--- config.mk ---
export PLATFORM = sky130hd
export DESIGN_NAME = pat_fetch_agen
export DESIGN_NICKNAME = d
export VERILOG_FILES = /design/src/rtl/pat_fetch_pkg.sv /design/src/rtl/pat_addr_calc.sv /design/src/rtl/pat_byte_pack.sv /design/src/rtl/pat_fetch_ctrl.sv /design/src/rtl/pat_fetch_agen.sv
export SDC_FILE = /design/constraint.sdc
export NUM_CORES = 1
export LEC_CHECK = 0
export BUFFER_PORTS_ARGS = -buffer_cell sky130_fd_sc_hd__buf_2
export CORE_ASPECT_RATIO = 1.5
export CORE_UTILIZATION = 53
export CTS_CLUSTER_SIZE = 20
export DETAILED_ROUTE_END_ITERATION = 8
export HOLD_SLACK_MARGIN = 0.02
export PLACE_DENSITY = 0.95
export SLEW_MARGIN = 20
export SYNTH_ARGS = -nofsm -noshare
export SYNTH_HDL_FRONTEND = slang
export SYNTH_SLANG_ARGS = --single-unit
--- constraint.sdc ---
create_clock -name clk -period 6.8 [get_ports clk]
set_input_delay 0.68 -clock clk [delete_from_list [all_inputs] [get_ports clk]]
set_output_delay 0.68 -clock clk [all_outputs]
set_load 0.01 [all_outputs]
--- src/rtl/pat_fetch_pkg.sv ---
package pat_fetch_pkg;
  localparam int unsigned TILE_DIM   = 8;
  localparam int unsigned IDX_W      = $clog2(TILE_DIM);
  localparam int unsigned PIX_BYTES  = 3;
  localparam int unsigned ROW_PITCH  = 32;
  localparam int unsigned PITCH_SH   = $clog2(ROW_PITCH);

  typedef enum logic [1:0] {
    ST_IDLE  = 2'd0,
    ST_FETCH = 2'd1,
    ST_DONE  = 2'd2
  } fetch_state_e;
endpackage

--- src/rtl/pat_addr_calc.sv ---
module pat_addr_calc
  import pat_fetch_pkg::*;
#(
  parameter int unsigned AW = 16,
  parameter int unsigned XW = 12,
  parameter int unsigned YW = 12
) (
  input  logic [AW-1:0]    base,
  input  logic [IDX_W-1:0] dst_lo,
  input  logic [IDX_W-1:0] valign,
  input  logic [XW-1:0]    x,
  input  logic [YW-1:0]    y,
  output logic [AW-1:0]    start_addr
);
  logic [IDX_W-1:0] row_idx;
  logic [IDX_W-1:0] col_idx;
  logic [AW-1:0]    row_off;
  logic [AW-1:0]    col_off;

  // indices wrap inside the tile by truncation
  assign row_idx = valign + y[IDX_W-1:0];
  assign col_idx = dst_lo + x[IDX_W-1:0];

  assign row_off = AW'(row_idx) << PITCH_SH;
  assign col_off = AW'(col_idx) * AW'(PIX_BYTES);

  assign start_addr = base + row_off + col_off;
endmodule

--- src/rtl/pat_byte_pack.sv ---
module pat_byte_pack #(
  parameter int unsigned NB = 3
) (
  input  logic          clk,
  input  logic          rst_n,
  input  logic          clr,
  input  logic          in_valid,
  input  logic [7:0]    in_data,
  output logic          last,
  output logic [8*NB-1:0] pixel
);
  localparam int unsigned CW = (NB > 1) ? $clog2(NB) : 1;

  logic [CW-1:0] lane;

  assign last = in_valid && (lane == CW'(NB - 1));

  always_ff @(posedge clk) begin
    if (!rst_n || clr) begin
      lane <= '0;
    end else if (in_valid) begin
      lane <= last ? '0 : lane + 1'b1;
    end
  end

  for (genvar i = 0; i < NB; i++) begin : g_lane
    always_ff @(posedge clk) begin
      if (!rst_n) begin
        pixel[8*i +: 8] <= '0;
      end else if (in_valid && lane == CW'(i)) begin
        pixel[8*i +: 8] <= in_data;
      end
    end
  end
endmodule

--- src/rtl/pat_fetch_ctrl.sv ---
module pat_fetch_ctrl
  import pat_fetch_pkg::*;
#(
  parameter int unsigned AW = 16,
  parameter int unsigned NB = 3
) (
  input  logic          clk,
  input  logic          rst_n,
  input  logic          req_valid,
  output logic          req_ready,
  input  logic [AW-1:0] start_addr,
  output logic          rd_valid,
  input  logic          rd_ready,
  output logic [AW-1:0] rd_addr,
  output logic          rsp_take,
  input  logic          rsp_last,
  output logic          pix_valid,
  input  logic          pix_ready,
  output logic          accept
);
  localparam int unsigned CW = $clog2(NB + 1);

  fetch_state_e  state;
  logic [CW-1:0] iss_cnt;
  logic [AW-1:0] base_q;

  assign req_ready = (state == ST_IDLE);
  assign accept    = req_valid && req_ready;
  assign rd_valid  = (state == ST_FETCH) && (iss_cnt != CW'(NB));
  assign rd_addr   = base_q + AW'(iss_cnt);
  assign rsp_take  = (state == ST_FETCH);
  assign pix_valid = (state == ST_DONE);

  always_ff @(posedge clk) begin
    if (!rst_n) begin
      state   <= ST_IDLE;
      iss_cnt <= '0;
      base_q  <= '0;
    end else begin
      unique case (state)
        ST_IDLE: begin
          if (accept) begin
            base_q  <= start_addr;
            iss_cnt <= '0;
            state   <= ST_FETCH;
          end
        end
        ST_FETCH: begin
          if (rd_valid && rd_ready) iss_cnt <= iss_cnt + 1'b1;
          if (rsp_last) state <= ST_DONE;
        end
        ST_DONE: begin
          if (pix_ready) state <= ST_IDLE;
        end
        default: state <= ST_IDLE;
      endcase
    end
  end
endmodule

--- src/rtl/pat_fetch_agen.sv ---
module pat_fetch_agen
  import pat_fetch_pkg::*;
#(
  parameter int unsigned AW = 16,
  parameter int unsigned XW = 12,
  parameter int unsigned YW = 12
) (
  input  logic          clk,
  input  logic          rst_n,
  input  logic          req_valid,
  output logic          req_ready,
  input  logic [AW-1:0] req_base,
  input  logic [2:0]    req_dst_lo,
  input  logic [2:0]    req_valign,
  input  logic [XW-1:0] req_x,
  input  logic [YW-1:0] req_y,
  output logic          mem_rd_valid,
  input  logic          mem_rd_ready,
  output logic [AW-1:0] mem_rd_addr,
  input  logic          mem_rsp_valid,
  input  logic [7:0]    mem_rsp_data,
  output logic          pix_valid,
  input  logic          pix_ready,
  output logic [23:0]   pix_data
);
  logic [AW-1:0] start_addr;
  logic          rsp_take;
  logic          rsp_last;
  logic          accept;

  pat_addr_calc #(.AW(AW), .XW(XW), .YW(YW)) u_addr (
    .base       (req_base),
    .dst_lo     (req_dst_lo),
    .valign     (req_valign),
    .x          (req_x),
    .y          (req_y),
    .start_addr (start_addr)
  );

  pat_fetch_ctrl #(.AW(AW), .NB(PIX_BYTES)) u_ctrl (
    .clk        (clk),
    .rst_n      (rst_n),
    .req_valid  (req_valid),
    .req_ready  (req_ready),
    .start_addr (start_addr),
    .rd_valid   (mem_rd_valid),
    .rd_ready   (mem_rd_ready),
    .rd_addr    (mem_rd_addr),
    .rsp_take   (rsp_take),
    .rsp_last   (rsp_last),
    .pix_valid  (pix_valid),
    .pix_ready  (pix_ready),
    .accept     (accept)
  );

  pat_byte_pack #(.NB(PIX_BYTES)) u_pack (
    .clk      (clk),
    .rst_n    (rst_n),
    .clr      (accept),
    .in_valid (mem_rsp_valid && rsp_take),
    .in_data  (mem_rsp_data),
    .last     (rsp_last),
    .pixel    (pix_data)
  );
endmodule

==> results.md <==
* CORE AREA at 0.00485 mm²
* Final hold violations at 0
* Vias in the first global route at 2419
* Pwr dens at ~210 mW/mm²
* Layout Skew at 0.00578 ns
* Largest net degree at the start of global routing at 49
* GPL Wtd Cong at 0.822
* Skew-Pair Late Insertion Delay at 0.30 ns
* Clock sink total at 46
* Final min period at 3.91 ns
* P_sw at 0.220 mW
* CTS Buf Count at 5
* RSZ-0062 raised after global routing: no
* HP Class: flip-flop to flip-flop
* Most common cell after layout, fill and taps aside: buf_2
* Switching part of the total at roughly a third
* Finish-stage setup viols at 0
* Outcome: completed
* Post-place instance area at 0.00317 mm²
* Reg clk slew, reported paths at approximately 0.080 ns
* Sequential-to-total area share from yosys stat at 34.0%
* Slew Limit Fails at 0
* CTS tree: done
* Synth Net Count at slightly below 400
* Area taken by multi-input logic gates at ~0.0017 mm²
* Post-Syn Instances at 308
* Yosys warning count at 0
* Grt ovf at 0
* # fillers at 401
* Nets at 476
* Die width at 60.3 µm
* Worst endpoint required time at slightly below 7 ns
* Number of antenna diodes at 0
* Slew margin rel. at approximately 54%
* CP Class: primary input to flip-flop
* Vias at between 2000 and 2500
* Vias/cell at roughly 5.4
* Cell area after synthesis at roughly 0.0027 mm²
* Clock power frac at 24.4%
* VDD IR max at roughly 0.12 mV
* Antenna violations before repair at 0
* First-pass GRT wire length at 9700 µm
* Hold Startpoint: u_pack.pixel[17]$_SDFFE_PN0P_
* RR Startpoint: u_ctrl.state[1]$_SDFFE_PN0P_
* Yosys reg bits at 46
* Iter 0 DRT Violations at 130
* Post-route cell area at 0.00326 mm²
* Leakage dissipation at 1.48 nW
* DP Worst Slack at 2.58 ns
* Async S/R FF share, synth at 0%
* Most frequent cells in the layout: buf_2 (84), dfxtp_1 (46), nand2_1 (41), nand3_1 (29)
* Main synth FF type: dfxtp_1
* Maximum clock frequency at 256 MHz
* Total Power at 0.671 mW
* Hold Buf Count CTS at 0
* DRT Pass-1 Iters at 4
* Worst setup SP type: primary input
* CTS H-tree lvls at 2
* Die height at 89.5 µm
* PortBufs at between 80 and 90
* DR WL/cell at roughly 13 µm
* Core Rows at 31
* Initial Utilization at between 50% and 60%
* Layout area overhead at 20.6%
* GRT Util Overall at a little under a quarter
* Root buffer cell: clkbuf_8
* Max Cap Viol at 0
* Setup crit end kind: flip-flop
* EDFF count, synth at 0
* Post_cts resized at 0
* Hpwl dp at 4490 µm
* Distinct cell type count after synthesis at 40
* Crit path max fanout at 3
* Beginning of the critical path: req_dst_lo[0]
* Crit path DAT at 4.07 ns
* Remaining antenna violation count after routing at 0
* Mean Syn Cell Area at 8.78 µm²
* Cell internal pwr at 0.451 mW
* FF+latch area at 921 µm²
* Comb pwr share at 30.6%
* Postcts setup bufs at 0
* Setup ws final at about 2.9 ns
* Die area at 0.00540 mm²
* Total negative slack at 0 ns
* Reg power frac at 45.0%
* Layout cells sized above 1 at 25.4%
* Boundary pin count at 103
* Drt total wl at 5840 µm
* DRC errors left at 0
* Tcrit/Tclk final at 57.6%
* Clk buf depth at 2
* Worst Tran Pin Value at 0.694 ns
[power groups by stage]
stage	Sequential, mW	Clock [mW]	Combinational (mW)
after floorplan	0.305	0	0.148
after global placement	0.306	0	0.197
after detailed placement	0.307	0	0.203
after CTS	0.301	0.167	0.206
after global routing	0.305	0.179	0.231
final	0.302	0.164	0.205
[cell usage after synthesis, types with 2 or more instances]
library cell | count | area (µm²)
dfxtp_1 | 46 | 921
nand2_1 | 41 | 154
nand3_1 | 29 | 145
a21boi_0 | 21 | 158
ha_1 | 21 | 263
xnor2_1 | 21 | 184
inv_1 | 14 | 52.6
a21oi_1 | 13 | 65.1
o21ai_0 | 13 | 65.1
clkbuf_1 | 10 | 37.5
nor2b_1 | 9 | 56.3
mux2i_1 | 8 | 80.1
nor2_1 | 8 | 30.0
xor2_1 | 7 | 61.3
fa_1 | 6 | 120
nand4_1 | 4 | 25.0
and2_1 | 3 | 18.8
nand2b_1 | 3 | 18.8
nor3_1 | 3 | 15.0
nor3b_1 | 3 | 22.5
a211o_1 | 2 | 17.5
a21o_1 | 2 | 15.0
and4_1 | 2 | 17.5
nor2_2 | 2 | 12.5
o211a_1 | 2 | 20.0
[metal layers]
metal	routed length (µm)	global-route usage (%)	vias to the layer above
li1	-	-	1233
met1	2250	23.2	1142
met2	3220	45.8	73
met3	264	4.34	10
met4	100	9.73	0
met5	0	0	-
[registers in the layout (all words and copies together), names as in the netlist]
signal,count
u_ctrl.iss_cnt,2
u_ctrl.base_q,16
u_ctrl.state,2
u_pack.pixel,24
u_pack.lane,2
[cell families after synthesis]
| family | synth area share (%) |
|---|---|
| AOI/OAI and AO/OA | 15.6 |
| xor gates and xnor gates | 9.07 |
| adders and majority gates | 14.2 |
| buffers and inverters | 3.52 |
| DFF | 34.0 |
| muxes | 2.96 |
| and+or+nand+nor | 20.7 |
[stage by stage]
stage | std cells | hold WS, ns | utilization [%]
floorplan | 308 | 0.448 | -
global placement | 448 | 0.445 | 65.4
detailed placement | 448 | 0.454 | 65.4
CTS | 456 | 0.475 | 67.3
global route | 456 | 0.493 | 67.3
finish | 456 | 0.473 | 67.3
[critical path, cell delays in order]
cell and delay [ns]:
buf_2 0.10, ha_1 0.20, fa_1 0.37, xnor2_1 0.22, inv_1 0.08, fa_1 0.50
inv_1 0.04, ha_1 0.29, ha_1 0.23, fa_1 0.42, a211o_1 0.34, a21oi_1 0.24
nor3b_1 0.10, xnor2_1 0.17, a21oi_1 0.08
[area by class of cell]
cell class | count | share of cell area, %
multi-input cells | 237 | 51.8
clock inverters | 3 | 0.652
clock buffers | 5 | 2.11
flip-flops and latches | 46 | 28.2
repair buffers | 85 | 13.1
well taps | 66 | 2.53
inverters | 14 | 1.61
[worst paths after layout]
kind,endpoint,slack [ns],cells past startpoint
hold reg to reg,u_pack.pixel[17]$_SDFFE_PN0P_,0.47,2
setup reg to reg,u_pack.pixel[20]$_SDFFE_PN0P_,5.11,5
setup / recovery,u_ctrl.base_q[10]$_SDFFE_PN0P_,2.89,15
hold / removal,u_pack.pixel[17]$_SDFFE_PN0P_,0.47,2
No activity file was read; power rests on OpenSTA's default activity.
